--- config.mk ---
export PLATFORM = sky130hd
export DESIGN_NAME = gpio_irq_sense
export DESIGN_NICKNAME = d
export VERILOG_FILES = /design/src/rtl/gpio_irq_pkg.sv /design/src/rtl/gpio_irq_rstsync.sv /design/src/rtl/gpio_irq_regs.sv /design/src/rtl/gpio_irq_detect.sv /design/src/rtl/gpio_irq_pending.sv /design/src/rtl/gpio_irq_sense.sv
export SDC_FILE = /design/constraint.sdc
export NUM_CORES = 1
export LEC_CHECK = 0
export BUFFER_PORTS_ARGS = -buffer_cell sky130_fd_sc_hd__buf_2
export CORE_UTILIZATION = 50
export DETAILED_ROUTE_END_ITERATION = 8
export GPL_TIMING_DRIVEN = 1
export PLACE_DENSITY = 0.73
export SLEW_MARGIN = 5
export SYNTH_ARGS = -nofsm -noshare
export SYNTH_HDL_FRONTEND = slang
export SYNTH_HIERARCHICAL = 1
export SYNTH_SLANG_ARGS = --single-unit
--- constraint.sdc ---
create_clock -name clk -period 11.8 [get_ports clk]
set_input_delay 0.59 -clock clk [delete_from_list [all_inputs] [get_ports clk]]
set_output_delay 0.59 -clock clk [all_outputs]
set_load 0.03 [all_outputs]
--- src/rtl/gpio_irq_pkg.sv ---
package gpio_irq_pkg;

  // Per-pin sense codes
  typedef enum logic [3:0] {
    SENSE_RISE = 4'h8,
    SENSE_FALL = 4'h9,
    SENSE_HIGH = 4'hA,
    SENSE_LOW  = 4'hB,
    SENSE_BOTH = 4'hC
  } sense_e;

  // Word indices (byte offset / 4) of the register map
  localparam int W_DETMASK = 5;   // 0x14
  localparam int W_EN_SET  = 6;   // 0x18
  localparam int W_EN_CLR  = 7;   // 0x1C
  localparam int W_RAW     = 8;   // 0x20
  localparam int W_STATUS  = 9;   // 0x24
  localparam int W_CLEAR   = 10;  // 0x28
  localparam int W_SENSE0  = 16;  // 0x40

  // One detection decision for one pin
  function automatic logic sense_hit(input logic [3:0] code,
                                     input logic cur, input logic prv);
    logic hit;
    case (sense_e'(code))
      SENSE_RISE: hit = cur & ~prv;
      SENSE_FALL: hit = ~cur & prv;
      SENSE_HIGH: hit = cur;
      SENSE_LOW:  hit = ~cur;
      SENSE_BOTH: hit = cur ^ prv;
      default:    hit = 1'b0;
    endcase
    return hit;
  endfunction

endpackage

--- src/rtl/gpio_irq_rstsync.sv ---
module gpio_irq_rstsync #(
  parameter int STAGES = 2
) (
  input  logic clk,
  input  logic arst_n,
  output logic rst_n_o
);

  logic [STAGES-1:0] sync_q;
  logic [STAGES-1:0] sync_d;

  always_comb begin
    sync_d = {sync_q[STAGES-2:0], 1'b1};
  end

  always_ff @(posedge clk or negedge arst_n) begin
    if (!arst_n) begin
      sync_q <= '0;
    end else begin
      sync_q <= sync_d;
    end
  end

  assign rst_n_o = sync_q[STAGES-1];

endmodule

--- src/rtl/gpio_irq_regs.sv ---
module gpio_irq_regs
  import gpio_irq_pkg::*;
#(
  parameter int NPINS  = 32,
  parameter int ADDR_W = 7,
  parameter int DATA_W = 32,
  localparam int FPR   = DATA_W / 4,
  localparam int NSREG = (NPINS + FPR - 1) / FPR
) (
  input  logic                    clk,
  input  logic                    rst_n,
  input  logic                    bus_wr,
  input  logic [ADDR_W-1:0]       bus_addr,
  input  logic [DATA_W-1:0]       bus_wdata,
  output logic [DATA_W-1:0]       bus_rdata,
  input  logic [NPINS-1:0]        raw_pend,
  input  logic [NPINS-1:0]        status,
  output logic [NPINS-1:0]        en_mask,
  output logic [NPINS-1:0]        det_mask,
  output logic [NPINS-1:0]        clr_w1,
  output logic [NSREG*DATA_W-1:0] sense_flat
);

  localparam int WORD_W = ADDR_W - 2;
  localparam logic [DATA_W-1:0] SENSE_RST = {FPR{4'h8}};

  logic [WORD_W-1:0] word;
  logic              aligned;
  logic              wr_en_set, wr_en_clr, wr_mask, wr_clear;
  logic [NPINS-1:0]  wbits;
  logic [NPINS-1:0]  en_q, en_d;
  logic [NPINS-1:0]  mask_q, mask_d;
  logic              en_ld;

  assign word    = bus_addr[ADDR_W-1:2];
  assign aligned = (bus_addr[1:0] == 2'b00);
  assign wbits   = bus_wdata[NPINS-1:0];

  assign wr_en_set = bus_wr && aligned && (word == WORD_W'(W_EN_SET));
  assign wr_en_clr = bus_wr && aligned && (word == WORD_W'(W_EN_CLR));
  assign wr_mask   = bus_wr && aligned && (word == WORD_W'(W_DETMASK));
  assign wr_clear  = bus_wr && aligned && (word == WORD_W'(W_CLEAR));

  // Next-state: enable mask
  always_comb begin
    en_d = en_q;
    if (wr_en_set) en_d = en_d | wbits;
    if (wr_en_clr) en_d = en_d & ~wbits;
  end
  assign en_ld = wr_en_set | wr_en_clr;

  // Next-state: detect mask
  always_comb begin
    mask_d = wbits;
  end

  always_ff @(posedge clk or negedge rst_n) begin
    if (!rst_n) begin
      en_q <= '0;
    end else if (en_ld) begin
      en_q <= en_d;
    end
  end

  always_ff @(posedge clk or negedge rst_n) begin
    if (!rst_n) begin
      mask_q <= '0;
    end else if (wr_mask) begin
      mask_q <= mask_d;
    end
  end

  // Sense registers, one per group of FPR pins
  for (genvar k = 0; k < NSREG; k++) begin : g_sense
    logic              wr_k;
    logic [DATA_W-1:0] sq;
    logic [DATA_W-1:0] sd;

    assign wr_k = bus_wr && aligned && (word == WORD_W'(W_SENSE0 + k));

    always_comb begin
      sd = bus_wdata;
    end

    always_ff @(posedge clk or negedge rst_n) begin
      if (!rst_n) begin
        sq <= SENSE_RST;
      end else if (wr_k) begin
        sq <= sd;
      end
    end

    assign sense_flat[k*DATA_W +: DATA_W] = sq;
  end

  // Read path
  always_comb begin
    bus_rdata = '0;
    if (aligned) begin
      if (word == WORD_W'(W_DETMASK)) bus_rdata = DATA_W'(mask_q);
      if (word == WORD_W'(W_EN_SET))  bus_rdata = DATA_W'(en_q);
      if (word == WORD_W'(W_RAW))     bus_rdata = DATA_W'(raw_pend);
      if (word == WORD_W'(W_STATUS))  bus_rdata = DATA_W'(status);
      for (int k = 0; k < NSREG; k++) begin
        if (word == WORD_W'(W_SENSE0 + k)) bus_rdata = sense_flat[k*DATA_W +: DATA_W];
      end
    end
  end

  assign en_mask  = en_q;
  assign det_mask = mask_q;
  assign clr_w1   = wr_clear ? wbits : '0;


  en_set_chk: assert property (@(posedge clk) disable iff (!rst_n)
    wr_en_set |=> ((en_q & $past(wbits)) == $past(wbits)));


  en_clr_chk: assert property (@(posedge clk) disable iff (!rst_n)
    wr_en_clr |=> ((en_q & $past(wbits)) == '0));


  en_hold_chk: assert property (@(posedge clk) disable iff (!rst_n)
    ((en_q ^ $past(en_q)) & ~$past(en_ld ? wbits : '0)) == '0);

endmodule

--- src/rtl/gpio_irq_detect.sv ---
module gpio_irq_detect
  import gpio_irq_pkg::*;
#(
  parameter int NPINS  = 32,
  parameter int DATA_W = 32,
  localparam int FPR   = DATA_W / 4,
  localparam int NSREG = (NPINS + FPR - 1) / FPR
) (
  input  logic                    clk,
  input  logic                    rst_n,
  input  logic [NPINS-1:0]        pin_in,
  input  logic [NPINS-1:0]        det_mask,
  input  logic [NSREG*DATA_W-1:0] sense_flat,
  output logic [NPINS-1:0]        evt
);

  logic [NPINS-1:0] prev_q;
  logic [NPINS-1:0] prev_d;
  logic [NPINS-1:0] hit;

  always_comb begin
    prev_d = pin_in;
  end

  always_ff @(posedge clk or negedge rst_n) begin
    if (!rst_n) begin
      prev_q <= '0;
    end else begin
      prev_q <= prev_d;
    end
  end

  for (genvar i = 0; i < NPINS; i++) begin : g_pin
    always_comb begin
      hit[i] = sense_hit(sense_flat[4*i +: 4], pin_in[i], prev_q[i]);
    end
  end

  assign evt = hit & det_mask;

endmodule

--- src/rtl/gpio_irq_pending.sv ---
module gpio_irq_pending #(
  parameter int NPINS = 32
) (
  input  logic             clk,
  input  logic             rst_n,
  input  logic [NPINS-1:0] evt,
  input  logic [NPINS-1:0] clr_w1,
  input  logic [NPINS-1:0] en_mask,
  output logic [NPINS-1:0] raw_pend,
  output logic [NPINS-1:0] status,
  output logic             irq
);

  logic [NPINS-1:0] pend_q;
  logic [NPINS-1:0] pend_d;
  logic             pend_ld;

  always_comb begin
    pend_d  = (pend_q & ~clr_w1) | evt;
    pend_ld = |(evt | clr_w1);
  end

  always_ff @(posedge clk or negedge rst_n) begin
    if (!rst_n) begin
      pend_q <= '0;
    end else if (pend_ld) begin
      pend_q <= pend_d;
    end
  end

  assign raw_pend = pend_q;
  assign status   = pend_q & en_mask;
  assign irq      = |status;


  set_wins_chk: assert property (@(posedge clk) disable iff (!rst_n)
    (pend_q & $past(evt)) == $past(evt));


  clear_chk: assert property (@(posedge clk) disable iff (!rst_n)
    (pend_q & $past(clr_w1 & ~evt)) == '0);

endmodule

--- src/rtl/gpio_irq_sense.sv ---
module gpio_irq_sense #(
  parameter int NPINS  = 32,
  parameter int ADDR_W = 7,
  parameter int DATA_W = 32,
  localparam int FPR   = DATA_W / 4,
  localparam int NSREG = (NPINS + FPR - 1) / FPR
) (
  input  logic              clk,
  input  logic              arst_n,
  input  logic [NPINS-1:0]  pin_in,
  input  logic              bus_wr,
  input  logic [ADDR_W-1:0] bus_addr,
  input  logic [DATA_W-1:0] bus_wdata,
  output logic [DATA_W-1:0] bus_rdata,
  output logic              irq_out
);

  logic                    rst_n;
  logic [NPINS-1:0]        en_mask, det_mask, clr_w1;
  logic [NPINS-1:0]        evt, raw_pend, status;
  logic [NSREG*DATA_W-1:0] sense_flat;
  logic                    rd_status;

  gpio_irq_rstsync #(.STAGES(2)) u_sync (
    .clk     (clk),
    .arst_n  (arst_n),
    .rst_n_o (rst_n)
  );

  gpio_irq_regs #(.NPINS(NPINS), .ADDR_W(ADDR_W), .DATA_W(DATA_W)) u_regs (
    .clk        (clk),
    .rst_n      (rst_n),
    .bus_wr     (bus_wr),
    .bus_addr   (bus_addr),
    .bus_wdata  (bus_wdata),
    .bus_rdata  (bus_rdata),
    .raw_pend   (raw_pend),
    .status     (status),
    .en_mask    (en_mask),
    .det_mask   (det_mask),
    .clr_w1     (clr_w1),
    .sense_flat (sense_flat)
  );

  gpio_irq_detect #(.NPINS(NPINS), .DATA_W(DATA_W)) u_det (
    .clk        (clk),
    .rst_n      (rst_n),
    .pin_in     (pin_in),
    .det_mask   (det_mask),
    .sense_flat (sense_flat),
    .evt        (evt)
  );

  gpio_irq_pending #(.NPINS(NPINS)) u_pend (
    .clk      (clk),
    .rst_n    (rst_n),
    .evt      (evt),
    .clr_w1   (clr_w1),
    .en_mask  (en_mask),
    .raw_pend (raw_pend),
    .status   (status),
    .irq      (irq_out)
  );

  assign rd_status = (bus_addr == ADDR_W'(gpio_irq_pkg::W_STATUS * 4));


  mask_gate_chk: assert property (@(posedge clk) disable iff (!rst_n)
    ((raw_pend & ~$past(raw_pend)) & ~$past(det_mask)) == '0);


  status_en_chk: assert property (@(posedge clk) disable iff (!rst_n)
    rd_status |-> ((bus_rdata & ~DATA_W'(en_mask)) == '0));


  irq_match_chk: assert property (@(posedge clk) disable iff (!rst_n)
    rd_status |-> (irq_out == (bus_rdata != '0)));

endmodule

==> results_dict.tcl <==
set metrics [dict create \
    maximum_number_of_pins_on_one_net_before_global_route_repair 74 \
    hold_violations 0 \
    placementRows 63 \
    route.detailed.drc 0 \
    route.detailed.vias_per_inst 6.35 \
    synth_async_sr_flop_share 1.00 \
    post-route-period-util 0.353 \
    maxCapViolations 0 \
    die_footprint_sq_mm 0.0310 \
    hold_path_startpoint "pin_in[1]" \
    drt-pass1-iter-count 6 \
    gp_congestion 0.894 \
    final_cell_area_sq_mm 0.0169 \
    ff2ff_path_depth 1 \
    max_slew.worst_pin.slew_ns 1.31 \
    worstPathMaxFanout 63 \
    number_of_setup_buffers_added_after_cts 0 \
    worst_min_path_class "in -> reg" \
    min_to "u_det/prev_q[1]" \
    final-setup-viol-count 0 \
    clock_period_minus_worst_slack_ns 4.17 \
    p_leak_nw 7.91 \
    drive_above_1_share 0.251 \
    seq_area_frac_synth 0.429 \
    post_dp_cell_area_sq_mm 0.0160 \
    most-common-layout-cells "dfrtp_1, mux2_2, a21oi_1, nand2_1, buf_2" \
    crit_arrival_ns 3.58 \
    clock_tree.root_cell "clkbuf_16" \
    worst_setup_path_end_kind "output port" \
    aggregate_negative_setup_slack_ns 0 \
    vias 12467 \
    dominant_combinational_cell_family_by_area_after_synthesis "simple AND/OR/NAND/NOR gates" \
    cts-htree-levels 1 \
    layout-area-overhead-vs-synth_pct 11.6 \
    layout.nets 1688 \
    irDropWorstVdd_mv 0.101 \
    skew_ns 0.0193 \
    timing_worst_setup_path_type "in -> out" \
    mostFrequentLayoutCell "dfrtp_1" \
    final-instance-count-excl-fill 1963 \
    power-per-cell-area_mw_per_mm2 129 \
    die_width_um 176 \
    place.detailed.hpwl_mm 31.4 \
    clock_insertion_delay_worst_skew_ns 0.55 \
    crit-reg2reg-launch "u_sync/sync_q[1]" \
    initial_utilization 0.510 \
    post_synth_instance_area_sq_mm 0.0152 \
    drt-total-wl_mm 47.2 \
    timing.max_slew.rel_slack 0.127 \
    cell_count_post_placement 1908 \
    synth_adder_area_share 0.0528 \
    reg2reg_slack_ns 9.90 \
    seq_power_share 0.483 \
    detail-route-antenna-nets 0 \
    power.combinational.fraction 0.115 \
    routed_wire_length_per_instance_um 24.0 \
    grt_pass1_vias 12198 \
    detailedRoute.firstIterationViolations 1215 \
    max_slew_vio_count 0 \
    first_pass_grt_wire_length_mm 71.8 \
    status "complete, no violations" \
    synth_nets 1609 \
    post-layout-total-power_mw 2.18 \
    achievable-frequency_ghz 0.240 \
    synth-edff-count 0 \
    power.switching_fraction 0.271 \
    synth_xor_xnor_area_share 0.0179 \
    worst-endpoint-required_ns 11.21 \
    clkSinkCount 258 \
    synth_top_flop_cell "dfrtp_1" \
    io_pins 107 \
    timing.critical_path.from_type "primary input" \
    instance_count_along_the_most_critical_hold_path 1 \
    power_switching_uw 590 \
    buffer_ports.inserted 106 \
    synth-compound-area-share 0.136 \
    timing.rr.end "u_pend/raw_pend[25]" \
    cts_tree "built" \
    worst_setup_hold_path_clk_slew_ns 0.06 \
    grt_antenna_before_repair 1 \
    post_synth.cell_area_avg_sq_um 10.3 \
    ys_seq_elements 258 \
    synthDistinctLibCells 66 \
    cts_buffer_depth 3 \
    gr-usage-all-layers 0.304 \
    syn-instance-count 1471 \
    muxShareOfSynthArea 0.153 \
    grt_remaining_overflow 0 \
    clkPwrFrac 0.403 \
    synth_simple_gate_area_frac 0.163 \
    placeableCoreArea_sq_mm 0.0297 \
    power_internal_mw 1.59 \
    die_h_um 176 \
    yosys_warnings 6 \
    setup_repair_after_global_routing_missed_its_margin "false" \
    clock_buffer_count_from_cts 29 \
]
[worst max-delay path, cell delays in order]
cell	delay (ns)
buf_2	0.09
buf_4	0.61
and3b_1	1.10
a21oi_1	0.20
or3_1	0.43
a41oi_1	0.28
buf_2	0.25
[layout make-up]
cell class	instances	area, sq um
Clock buffer	48	857
Antenna cell	1	2.50
Fill cell	2494	12800
Tap cell	390	488
Sequential cell	258	6500
Inverter	97	364
Multi-Input combinational cell	1039	7970
Clock inverter	5	50.0
Timing Repair Buffer	125	676
[synthesized netlist by cell type (15+ instances only)]
cell / n / area share
mux2_4: 30 / 0.030
nand2b_1: 42 / 0.017
o31ai_1: 15 / 0.0074
a22o_1: 22 / 0.013
and2_1: 63 / 0.026
nor4b_1: 30 / 0.017
mux2i_1: 19 / 0.013
a21oi_1: 140 / 0.046
clkbuf_1: 32 / 0.0079
inv_1: 97 / 0.024
nor3_1: 22 / 0.0073
a41oi_1: 22 / 0.013
dfstp_2: 32 / 0.055
nor4_1: 23 / 0.0095
ha_1: 64 / 0.053
xnor2_1: 18 / 0.010
a2111oi_0: 18 / 0.010
or3_1: 40 / 0.017
dfrtp_1: 226 / 0.37
mux2_2: 140 / 0.10
a21o_1: 31 / 0.015
o21ai_0: 48 / 0.016
buf_2: 37 / 0.012
nand2_1: 112 / 0.028
[power groups by stage]
stage	Clock [mW]	Sequential, mW	Combinational (mW)
final	0.877	1.05	0.250
after global routing	0.921	1.06	0.270
after CTS	0.883	1.05	0.246
after detailed placement	0	1.06	0.244
after global placement	0	1.06	0.235
after floorplan	0	1.04	0.158
[metrics by stage]
step	setup WS, ns	hold WS, ns	utilization
final	7.63	0.199	0.569
after global placement	7.83	0.334	0.538
after global routing	7.56	0.197	0.569
after detailed placement	7.75	0.339	0.538
after CTS	7.76	0.190	0.569
after floorplan	4.13	0.294	-
[metal layers]
layer / vias to the layer above / share of wire / global-route usage / wire length [um]
li1: 5442 / - / - / -
met1: 6175 / 0.40 / 0.401 / 18700
met2: 699 / 0.44 / 0.468 / 20900
met3: 151 / 0.11 / 0.0736 / 5090
met4: 0 / 0.053 / 0.150 / 2490
met5: - / 0 / 0 / 0
[worst max-delay path by stage]
stage	startpoint	end	slack [ns]	cells after the start
after global placement	bus_addr[2]	bus_rdata[4]	7.83	7
after CTS	bus_addr[2]	bus_rdata[7]	7.76	7
final	bus_addr[2]	bus_rdata[25]	7.63	7
after global routing	bus_addr[2]	bus_rdata[14]	7.56	7
after detailed placement	bus_addr[2]	bus_rdata[7]	7.75	7
after floorplan	u_sync/sync_q[1]	u_det/prev_q[0]	4.13	0
[kinds of logic after synthesis]
family,Yosys count
compound gates,326
buf+inv,174
mux,198
flops,258
other cells,1
simple gates,419
xor+xnor,31
fa+ha+maj,64
[timing repair]
item	CTS	global route
hold buffers	1	0
endpoints found under the hold margin	2	0
resized for setup	0	0
Note: power is estimated with default switching activity, not from simulation.
